===== src/rtl/emmc_phy_regs_pkg.sv =====
// Package: shared constants for the eMMC PHY control register bank.
// Assumes word-aligned byte addressing with 4-byte register spacing.
package emmc_phy_regs_pkg;
    localparam int REG_W      = 16;   // stored bits per control word
    localparam int N_CTRL     = 7;    // number of control words
    localparam int STATUS_IDX = 8;    // word index of the status word (0x20)
    localparam int LANES      = 8;    // data lanes per pad-control word
    localparam int TRIM_W     = 4;    // trim result width

    // Word indices of the control words that feed the PHY
    localparam int W_TAPS  = 0;
    localparam int W_CLKS  = 1;
    localparam int W_RXEN  = 2;
    localparam int W_PULL  = 3;
    localparam int W_ODREL = 4;
    localparam int W_ODEN  = 5;
    localparam int W_DLL   = 6;
endpackage


===== src/rtl/masked_field_reg.sv =====
// Module: one control word with per-bit write enables.
// Assumes wr_en is a single-cycle strobe from the bus front end.
module masked_field_reg #(
    parameter int W = 16
) (
    input  logic         clk,
    input  logic         rst_n,
    input  logic         wr_en,
    input  logic [W-1:0] wr_data,
    input  logic [W-1:0] wr_mask,
    output logic [W-1:0] q
);
    // Update only the enabled bits on a write; clear on reset.
    always_ff @(posedge clk) begin
        if (!rst_n)
            q <= '0;
        else if (wr_en)
            q <= (q & ~wr_mask) | (wr_data & wr_mask);
    end

    // bits whose enable is clear keep their old value
    p_mask_keep_r2: assert property (@(posedge clk) disable iff (!rst_n)
        wr_en |=> ((q ^ $past(q)) & ~$past(wr_mask)) == '0);
    // enabled bits take the written data
    p_mask_set_r2: assert property (@(posedge clk) disable iff (!rst_n)
        wr_en |=> ((q ^ $past(wr_data)) & $past(wr_mask)) == '0);
    // without a strobe the word holds
    p_hold_idle_r8: assert property (@(posedge clk) disable iff (!rst_n)
        !wr_en |=> q == $past(q));
endmodule


===== src/rtl/status_capture.sv =====
// Module: samples the PHY status flags each cycle and packs the status word.
// Assumes the flags are quasi-static relative to software reads.
module status_capture #(
    parameter int REG_W  = 16,
    parameter int TRIM_W = 4
) (
    input  logic              clk,
    input  logic              rst_n,
    input  logic              cal_done,
    input  logic              dll_ready,
    input  logic [TRIM_W-1:0] trim,
    input  logic              present,
    output logic [REG_W-1:0]  status_word
);
    localparam int TRIM_LSB = 1;
    localparam int DLL_BIT  = TRIM_LSB + TRIM_W;
    localparam int CAL_BIT  = DLL_BIT + 1;

    logic              cal_q, dll_q, pres_q;
    logic [TRIM_W-1:0] trim_q;

    // Register the raw PHY flags once per cycle.
    always_ff @(posedge clk) begin
        if (!rst_n) begin
            cal_q  <= 1'b0;
            dll_q  <= 1'b0;
            pres_q <= 1'b0;
            trim_q <= '0;
        end else begin
            cal_q  <= cal_done;
            dll_q  <= dll_ready;
            pres_q <= present;
            trim_q <= trim;
        end
    end

    // Pack the sampled flags into their word positions.
    always_comb begin
        status_word                                  = '0;
        status_word[CAL_BIT]                         = cal_q;
        status_word[DLL_BIT]                         = dll_q;
        status_word[TRIM_LSB +: TRIM_W]              = trim_q;
        status_word[0]                               = pres_q;
    end

    // the packed word follows the inputs one cycle later
    p_status_cal_r7: assert property (@(posedge clk) disable iff (!rst_n)
        1'b1 |=> status_word[CAL_BIT] == $past(cal_done));
    p_status_trim_r7: assert property (@(posedge clk) disable iff (!rst_n)
        1'b1 |=> status_word[TRIM_LSB +: TRIM_W] == $past(trim));
endmodule


===== src/rtl/lane_ctl_decode.sv =====
// Module: splits a pad-control word into strobe, command and lane fields.
// SWAP_SC selects the variant with command above strobe.
module lane_ctl_decode #(
    parameter int LANES   = 8,
    parameter bit SWAP_SC = 1'b0
) (
    input  logic [LANES+1:0] word,
    output logic             strb,
    output logic             cmd,
    output logic [LANES-1:0] dat
);
    assign dat = word[LANES-1:0];

    // Pick the strobe/command layout for this word.
    generate
        if (SWAP_SC) begin : g_cmd_high
            assign cmd  = word[LANES+1];
            assign strb = word[LANES];
        end else begin : g_strb_high
            assign strb = word[LANES+1];
            assign cmd  = word[LANES];
        end
    endgenerate
endmodule


===== src/rtl/bus_front.sv =====
// Module: request/response handshake, address decode and read mux.
// Assumes one outstanding request; ready drops while a response is shown.
module bus_front #(
    parameter int ADDR_W     = 8,
    parameter int REG_W      = 16,
    parameter int N_CTRL     = 7,
    parameter int STATUS_IDX = 8
) (
    input  logic                    clk,
    input  logic                    rst_n,
    input  logic                    req_valid,
    output logic                    req_ready,
    input  logic                    req_write,
    input  logic [ADDR_W-1:0]       req_addr,
    input  logic [2*REG_W-1:0]      req_wdata,
    output logic                    rsp_valid,
    output logic [2*REG_W-1:0]      rsp_rdata,
    input  logic [N_CTRL*REG_W-1:0] ctrl_flat,
    input  logic [REG_W-1:0]        status_word,
    output logic [N_CTRL-1:0]       wr_strobe,
    output logic [REG_W-1:0]        wr_data,
    output logic [REG_W-1:0]        wr_mask
);
    localparam int IDX_W = ADDR_W - 2;
    localparam int BUS_W = 2 * REG_W;

    logic             accept;
    logic             aligned;
    logic [IDX_W-1:0] idx;
    logic             hit_ctrl, hit_status;
    logic [REG_W-1:0] rd_ctrl;
    logic [BUS_W-1:0] rd_word;

    assign req_ready  = !rsp_valid;
    assign accept     = req_valid && req_ready;
    assign idx        = req_addr[ADDR_W-1:2];
    assign aligned    = (req_addr[1:0] == 2'b00);
    assign hit_ctrl   = aligned && (int'(idx) < N_CTRL);
    assign hit_status = aligned && (int'(idx) == STATUS_IDX);
    assign wr_data    = req_wdata[REG_W-1:0];
    assign wr_mask    = req_wdata[BUS_W-1:REG_W];

    // One write strobe per control word.
    generate
        for (genvar i = 0; i < N_CTRL; i++) begin : g_strobe
            assign wr_strobe[i] = accept && req_write && aligned && (int'(idx) == i);
        end
    endgenerate

    // Select the addressed control word.
    always_comb begin
        rd_ctrl = '0;
        for (int i = 0; i < N_CTRL; i++)
            if (int'(idx) == i) rd_ctrl = ctrl_flat[i*REG_W +: REG_W];
    end

    // Zero-extend the selected word; unmapped reads give zero.
    always_comb begin
        rd_word = '0;
        if (hit_ctrl)
            rd_word[REG_W-1:0] = rd_ctrl;
        else if (hit_status)
            rd_word[REG_W-1:0] = status_word;
    end

    // Produce a one-cycle response after every accepted request.
    always_ff @(posedge clk) begin
        if (!rst_n) begin
            rsp_valid <= 1'b0;
            rsp_rdata <= '0;
        end else begin
            rsp_valid <= accept;
            if (accept)
                rsp_rdata <= req_write ? '0 : rd_word;
        end
    end

    // every accepted request gets a response next cycle
    p_rsp_follows_r9: assert property (@(posedge clk) disable iff (!rst_n)
        accept |=> rsp_valid);
    // a response lasts a single cycle
    p_rsp_single_r9: assert property (@(posedge clk) disable iff (!rst_n)
        rsp_valid |=> !rsp_valid);
    // unmapped reads return zero
    p_unmapped_zero_r8: assert property (@(posedge clk) disable iff (!rst_n)
        (accept && !req_write && !hit_ctrl && !hit_status) |=> rsp_rdata == '0);
    // control reads have a zero upper half
    p_upper_zero_r3: assert property (@(posedge clk) disable iff (!rst_n)
        (accept && !req_write && hit_ctrl) |=> rsp_rdata[BUS_W-1:REG_W] == '0);
    // at most one word is written per request
    p_one_strobe_r3: assert property (@(posedge clk) disable iff (!rst_n)
        $onehot0(wr_strobe));
endmodule


===== src/rtl/emmc_phy_ctrl_regs.sv =====
// Module: top of the eMMC PHY control register bank.
// Holds seven masked-write control words, decodes them into PHY fields and
// exposes sampled PHY status. Assumes a single requester on the bus.
module emmc_phy_ctrl_regs
    import emmc_phy_regs_pkg::*;
#(
    parameter int ADDR_W = 8
) (
    input  logic          clk,
    input  logic          rst_n,
    input  logic          req_valid,
    output logic          req_ready,
    input  logic          req_write,
    input  logic [ADDR_W-1:0] req_addr,
    input  logic [31:0]   req_wdata,
    output logic          rsp_valid,
    output logic [31:0]   rsp_rdata,
    input  logic          st_cal_done,
    input  logic          st_dll_ready,
    input  logic [3:0]    st_trim,
    input  logic          st_present,
    output logic [1:0]    dll_freq_sel,
    output logic          out_tap_en,
    output logic [3:0]    out_tap_sel,
    output logic          in_tap_win,
    output logic [4:0]    in_tap_sel,
    output logic          in_tap_en,
    output logic [2:0]    clk_buf_sel,
    output logic          tx_clk_dly_sel,
    output logic          rx_clk_dly_sel,
    output logic [3:0]    strobe_sel,
    output logic          rx_en_strb,
    output logic          rx_en_cmd,
    output logic [7:0]    rx_en_dat,
    output logic          pu_strb,
    output logic          pu_cmd,
    output logic [7:0]    pu_dat,
    output logic          odr_strb,
    output logic          odr_cmd,
    output logic [7:0]    odr_dat,
    output logic          ode_strb,
    output logic          ode_cmd,
    output logic [7:0]    ode_dat,
    output logic [3:0]    cp_trim,
    output logic          trim_en,
    output logic          retrim,
    output logic [2:0]    drive_type,
    output logic          hold_en_n,
    output logic          hold_en,
    output logic          dll_en,
    output logic          pwr_up
);
    localparam int PAD_W = LANES + 2;

    logic [N_CTRL-1:0]       wr_strobe;
    logic [REG_W-1:0]        wr_data, wr_mask;
    logic [REG_W-1:0]        ctrl_q [N_CTRL];
    logic [N_CTRL*REG_W-1:0] ctrl_flat;
    logic [REG_W-1:0]        status_word;

    bus_front #(
        .ADDR_W(ADDR_W), .REG_W(REG_W), .N_CTRL(N_CTRL), .STATUS_IDX(STATUS_IDX)
    ) u_front (
        .clk(clk), .rst_n(rst_n),
        .req_valid(req_valid), .req_ready(req_ready), .req_write(req_write),
        .req_addr(req_addr), .req_wdata(req_wdata),
        .rsp_valid(rsp_valid), .rsp_rdata(rsp_rdata),
        .ctrl_flat(ctrl_flat), .status_word(status_word),
        .wr_strobe(wr_strobe), .wr_data(wr_data), .wr_mask(wr_mask)
    );

    // One masked register per control word.
    generate
        for (genvar k = 0; k < N_CTRL; k++) begin : g_ctrl
            masked_field_reg #(.W(REG_W)) u_reg (
                .clk(clk), .rst_n(rst_n), .wr_en(wr_strobe[k]),
                .wr_data(wr_data), .wr_mask(wr_mask), .q(ctrl_q[k])
            );
            assign ctrl_flat[k*REG_W +: REG_W] = ctrl_q[k];
        end
    endgenerate

    status_capture #(.REG_W(REG_W), .TRIM_W(TRIM_W)) u_status (
        .clk(clk), .rst_n(rst_n),
        .cal_done(st_cal_done), .dll_ready(st_dll_ready),
        .trim(st_trim), .present(st_present), .status_word(status_word)
    );

    // Tap and frequency fields (word 0).
    assign dll_freq_sel = ctrl_q[W_TAPS][13:12];
    assign out_tap_en   = ctrl_q[W_TAPS][11];
    assign out_tap_sel  = ctrl_q[W_TAPS][10:7];
    assign in_tap_win   = ctrl_q[W_TAPS][6];
    assign in_tap_sel   = ctrl_q[W_TAPS][5:1];
    assign in_tap_en    = ctrl_q[W_TAPS][0];

    // Clock routing fields (word 1).
    assign clk_buf_sel    = ctrl_q[W_CLKS][8:6];
    assign tx_clk_dly_sel = ctrl_q[W_CLKS][5];
    assign rx_clk_dly_sel = ctrl_q[W_CLKS][4];
    assign strobe_sel     = ctrl_q[W_CLKS][3:0];

    // Pad-control words; open-drain release uses the swapped layout.
    lane_ctl_decode #(.LANES(LANES), .SWAP_SC(1'b0)) u_rxen (
        .word(ctrl_q[W_RXEN][PAD_W-1:0]), .strb(rx_en_strb), .cmd(rx_en_cmd), .dat(rx_en_dat));
    lane_ctl_decode #(.LANES(LANES), .SWAP_SC(1'b0)) u_pull (
        .word(ctrl_q[W_PULL][PAD_W-1:0]), .strb(pu_strb), .cmd(pu_cmd), .dat(pu_dat));
    lane_ctl_decode #(.LANES(LANES), .SWAP_SC(1'b1)) u_odrel (
        .word(ctrl_q[W_ODREL][PAD_W-1:0]), .strb(odr_strb), .cmd(odr_cmd), .dat(odr_dat));
    lane_ctl_decode #(.LANES(LANES), .SWAP_SC(1'b0)) u_oden (
        .word(ctrl_q[W_ODEN][PAD_W-1:0]), .strb(ode_strb), .cmd(ode_cmd), .dat(ode_dat));

    // DLL, trim and power fields (word 6).
    assign cp_trim    = ctrl_q[W_DLL][12:9];
    assign trim_en    = ctrl_q[W_DLL][8];
    assign retrim     = ctrl_q[W_DLL][7];
    assign drive_type = ctrl_q[W_DLL][6:4];
    assign hold_en_n  = ctrl_q[W_DLL][3];
    assign hold_en    = ctrl_q[W_DLL][2];
    assign dll_en     = ctrl_q[W_DLL][1];
    assign pwr_up     = ctrl_q[W_DLL][0];

    // power and DLL controls move only on an accepted write to word 6
    p_pwr_write_only_r5: assert property (@(posedge clk) disable iff (!rst_n)
        !wr_strobe[W_DLL] |=> ($stable(pwr_up) && $stable(dll_en)));
endmodule


===== config.mk =====
export PLATFORM = sky130hd
export DESIGN_NAME = emmc_phy_ctrl_regs
export DESIGN_NICKNAME = d
export VERILOG_FILES = /design/src/rtl/emmc_phy_regs_pkg.sv /design/src/rtl/masked_field_reg.sv /design/src/rtl/status_capture.sv /design/src/rtl/lane_ctl_decode.sv /design/src/rtl/bus_front.sv /design/src/rtl/emmc_phy_ctrl_regs.sv
export SDC_FILE = /design/constraint.sdc
export NUM_CORES = 1
export LEC_CHECK = 0
export ABC_AREA = 1
export BUFFER_PORTS_ARGS = -buffer_cell sky130_fd_sc_hd__buf_2
export CAP_MARGIN = 20
export CORE_MARGIN = 3
export CORE_UTILIZATION = 54
export CTS_CLUSTER_DIAMETER = 60
export DETAILED_ROUTE_END_ITERATION = 7
export PLACE_DENSITY = 0.91
export SKIP_LAST_GASP = 1
export SLEW_MARGIN = 30
export SYNTH_ARGS = -nofsm -noshare
export SYNTH_HDL_FRONTEND = slang
export SYNTH_SLANG_ARGS = --single-unit
export TNS_END_PERCENT = 30

===== constraint.sdc =====
create_clock -name clk -period 1.7 [get_ports clk]
set_input_delay 0.085 -clock clk [delete_from_list [all_inputs] [get_ports clk]]
set_output_delay 0.085 -clock clk [all_outputs]
set_load 0.005 [all_outputs]

==> metrics.yaml <==
status: "finished, final reports clean"
crit_path_end_kind: "flop"
design_area_mm2: 0.008060
required_ns: 2.00
drv_cap: 0
max_freq_ghz: 0.6348
dp_hpwl_um: 13420
dr.pass1.iters: 8
r2r_start: "u_front.rsp_valid"
num_vias: 7228
cts_root_buffer: "clkbuf_16"
clkSlewWorstSetupHoldPaths_ns: 0.06
grt_max_degree: 65
clock_path_buffers: 2
antenna_found_initial: 0
cts_tree: "yes"
fin_crit_ns: 1.575
area_growth_pct: 17.90
fin_setup_tns_ns: 0
setup_viol: 0
htreeDepth: 4
drive_gt1_frac: 0.2137
crit_start: "u_front.rsp_valid"
antenna_cells: 0
yosysSeqAreaShare: 0.3982
use_met2: 0.4609
io_buffers: 144
cts.sinks: 136
grt_busiest_layer: "met2"
wl_per_cell_um: 16.26
ant_nets: 0
pin_count: 161
dieHeight_um: 118.5
cp_max_fo: 9
synth_area_mm2: 0.006837
synth_warnings: 0
met3_usage: 0.07512
die-area_mm2: 0.01405
hold_viol: 0
rrSetupSlack_ns: 0.12
viasPerCell: 5.723
core_area_mm2: 0.01221
grt_use_met1: 0.3604
clk-insertion-delay-late_ns: 0.42
place_area_mm2: 0.007345
ys_ff_latch: 136
routed_wirelength_um: 20530
synth_edf_count: 0
slew_violations: 0
ir_drop_mv: 0.6649
p_leak_nw: 3.185
hold-path-cell-count: 3
initial_core_util: 0.5598
syn_avg_cell_area_um2: 6.906
hold_ws_ns: 0.01016
grt-ovfl-total: 0
cp.arrival_ns: 1.88
synth_cells: 990
fin_crit_sh: 0.9267
async_flop_share: 0
place_congestion: 0.9782
grt_pass1_wl_um: 32930
grt.total_usage: 0.2868
post_cts_buffers: 0
drtIter0Drc: 1086
die_x_um: 118.5
cts-buffers-inserted: 17
reg2reg_depth: 8
synth-main-ff-cell: "dfxtp_1"
drc: 0
core.rowCount: 40
power_density_mw_per_mm2: 886.7
final_net_count: 1137
hold_path.class: "in2reg"
grt_pass1_vias: 6690
synth.distinct_cells: 24
path_class: "reg2reg"
fin_skew_ns: 0.006592
cp-start-kind: "flop"
finalPower_mw: 7.147
==> timing repair <==
| action | 4_1_cts | 5_1_grt |
|---|---|---|
| hold buffers | 15 | 0 |
| hold endpoints to repair | 25 | 0 |
| gates resized for setup | 0 | 2 |
| endpoints found under the setup margin | 0 | 12 |
==> area by class of cell <==
| cell class | count | area, um^2 |
|---|---|---|
| Fill cell | 1043 | 4151 |
| Multi-Input combinational cell | 690 | 3212 |
| Sequential cell | 136 | 2723 |
| Timing Repair Buffer | 193 | 1180 |
| Clock buffer | 25 | 515.5 |
| Tap cell | 168 | 210.2 |
| Inverter | 48 | 180.2 |
| Clock inverter | 3 | 40.04 |
==> cells by family (layout without fill, tap and decap cells) <==
| logic type | count (synthesis) | after routing | synth area share |
|---|---|---|---|
| flops | 136 | 136 | 0.3982 |
| compound gates | 211 | 211 | 0.1550 |
| other cells | 1 | 16 | 0.0005485 |
| simple gates | 463 | 463 | 0.3020 |
| buf+inv | 179 | 269 | 0.1442 |
==> per-layer routing <==
layer	up-vias	wire length, um	share of wire
li1	3374	-	-
met1	3292	7598	0.37
met2	479	9646	0.47
met3	83	2489	0.12
met4	0	798	0.039
met5	-	0	0
==> Yosys cell counts (3+ instances only) <==
| master | n | area, um^2 |
|---|---|---|
| nor3_2 | 6 | 60.06 |
| o21ai_0 | 40 | 200.2 |
| nor2_2 | 5 | 31.28 |
| buf_2 | 20 | 100.1 |
| buf_4 | 77 | 578.1 |
| inv_2 | 6 | 22.52 |
| clkbuf_1 | 34 | 127.6 |
| nand3_1 | 102 | 510.5 |
| nand4_1 | 23 | 143.9 |
| nor2_4 | 4 | 45.04 |
| nor2_1 | 5 | 18.77 |
| a21oi_1 | 169 | 845.8 |
| nand2_2 | 3 | 18.77 |
| nand2_1 | 310 | 1164 |
| dfxtp_1 | 136 | 2723 |
| inv_1 | 42 | 157.7 |
==> cells in the final DEF (no fill, tap or decap) <==
cell / synthesis / final
inv_1: 42 / 42
o21ai_1: 1 / 1
conb_1: 1 / 16
nor4_4: 0 / 1
nand3_4: 1 / 1
nand4_1: 23 / 23
buf_4: 77 / 29
a21oi_1: 169 / 169
inv_2: 6 / 6
nand2_2: 3 / 3
dlygate4sd3_1: 0 / 15
nor2_1: 5 / 5
buf_12: 0 / 4
nor3_2: 6 / 3
buf_6: 0 / 1
nand3_1: 102 / 102
clkbuf_1: 34 / 2
nor2_2: 5 / 5
nand4_2: 1 / 1
nor2_8: 1 / 1
clkinv_2: 0 / 2
nor2_4: 4 / 4
nand2_1: 310 / 310
nand3_2: 1 / 1
clkbuf_16: 0 / 17
nor3_4: 0 / 3
buf_2: 20 / 144
bufinv_16: 0 / 1
o21ai_0: 40 / 40
clkbuf_8: 0 / 6
dfxtp_1: 136 / 136
o21ai_2: 1 / 1
==> worst max-delay path, stage by stage (launching register included) <==
cell	delay [ns]
dfxtp_1	0.31
inv_2	0.09
nand4_2	0.10
buf_4	0.22
nor2_1	0.16
buf_4	0.25
nand2_1	0.09
o21ai_0	0.18
a21oi_1	0.06
==> worst min path at each step <==
stage	startpoint	endpoint	slack (ns)
finish	req_wdata[15]	flop	0.01
global route	req_wdata[15]	flop	0.02
CTS	req_wdata[15]	flop	0.001
detailed placement	st_trim[3]	u_status.trim_q[3]	0.28
global placement	st_trim[3]	u_status.trim_q[3]	0.27
floorplan	st_cal_done	u_status.cal_q	0.18
==> metrics by stage <==
step / worst slack [ns] / util / cells
finish: 0.1246 / 0.6600 / 1263
global route: -0.0004432 / 0.6600 / 1263
CTS: 0.1016 / 0.6592 / 1263
detailed placement: 0.1203 / 0.6014 / 1220
global placement: 0.1714 / 0.6014 / 1220
floorplan: 0.1699 / - / 1005
==> power breakdown <==
| part | internal [mW] | switching, mW | total [mW] |
|---|---|---|---|
| Combinational | 0.120 | 0.308 | 0.428 |
| Clock | 2.21 | 1.31 | 3.51 |
| Sequential | 3.20 | 0.00426 | 3.21 |
| Total | 5.53 | 1.62 | 7.15 |
Note: power is estimated with default switching activity, not from simulation.
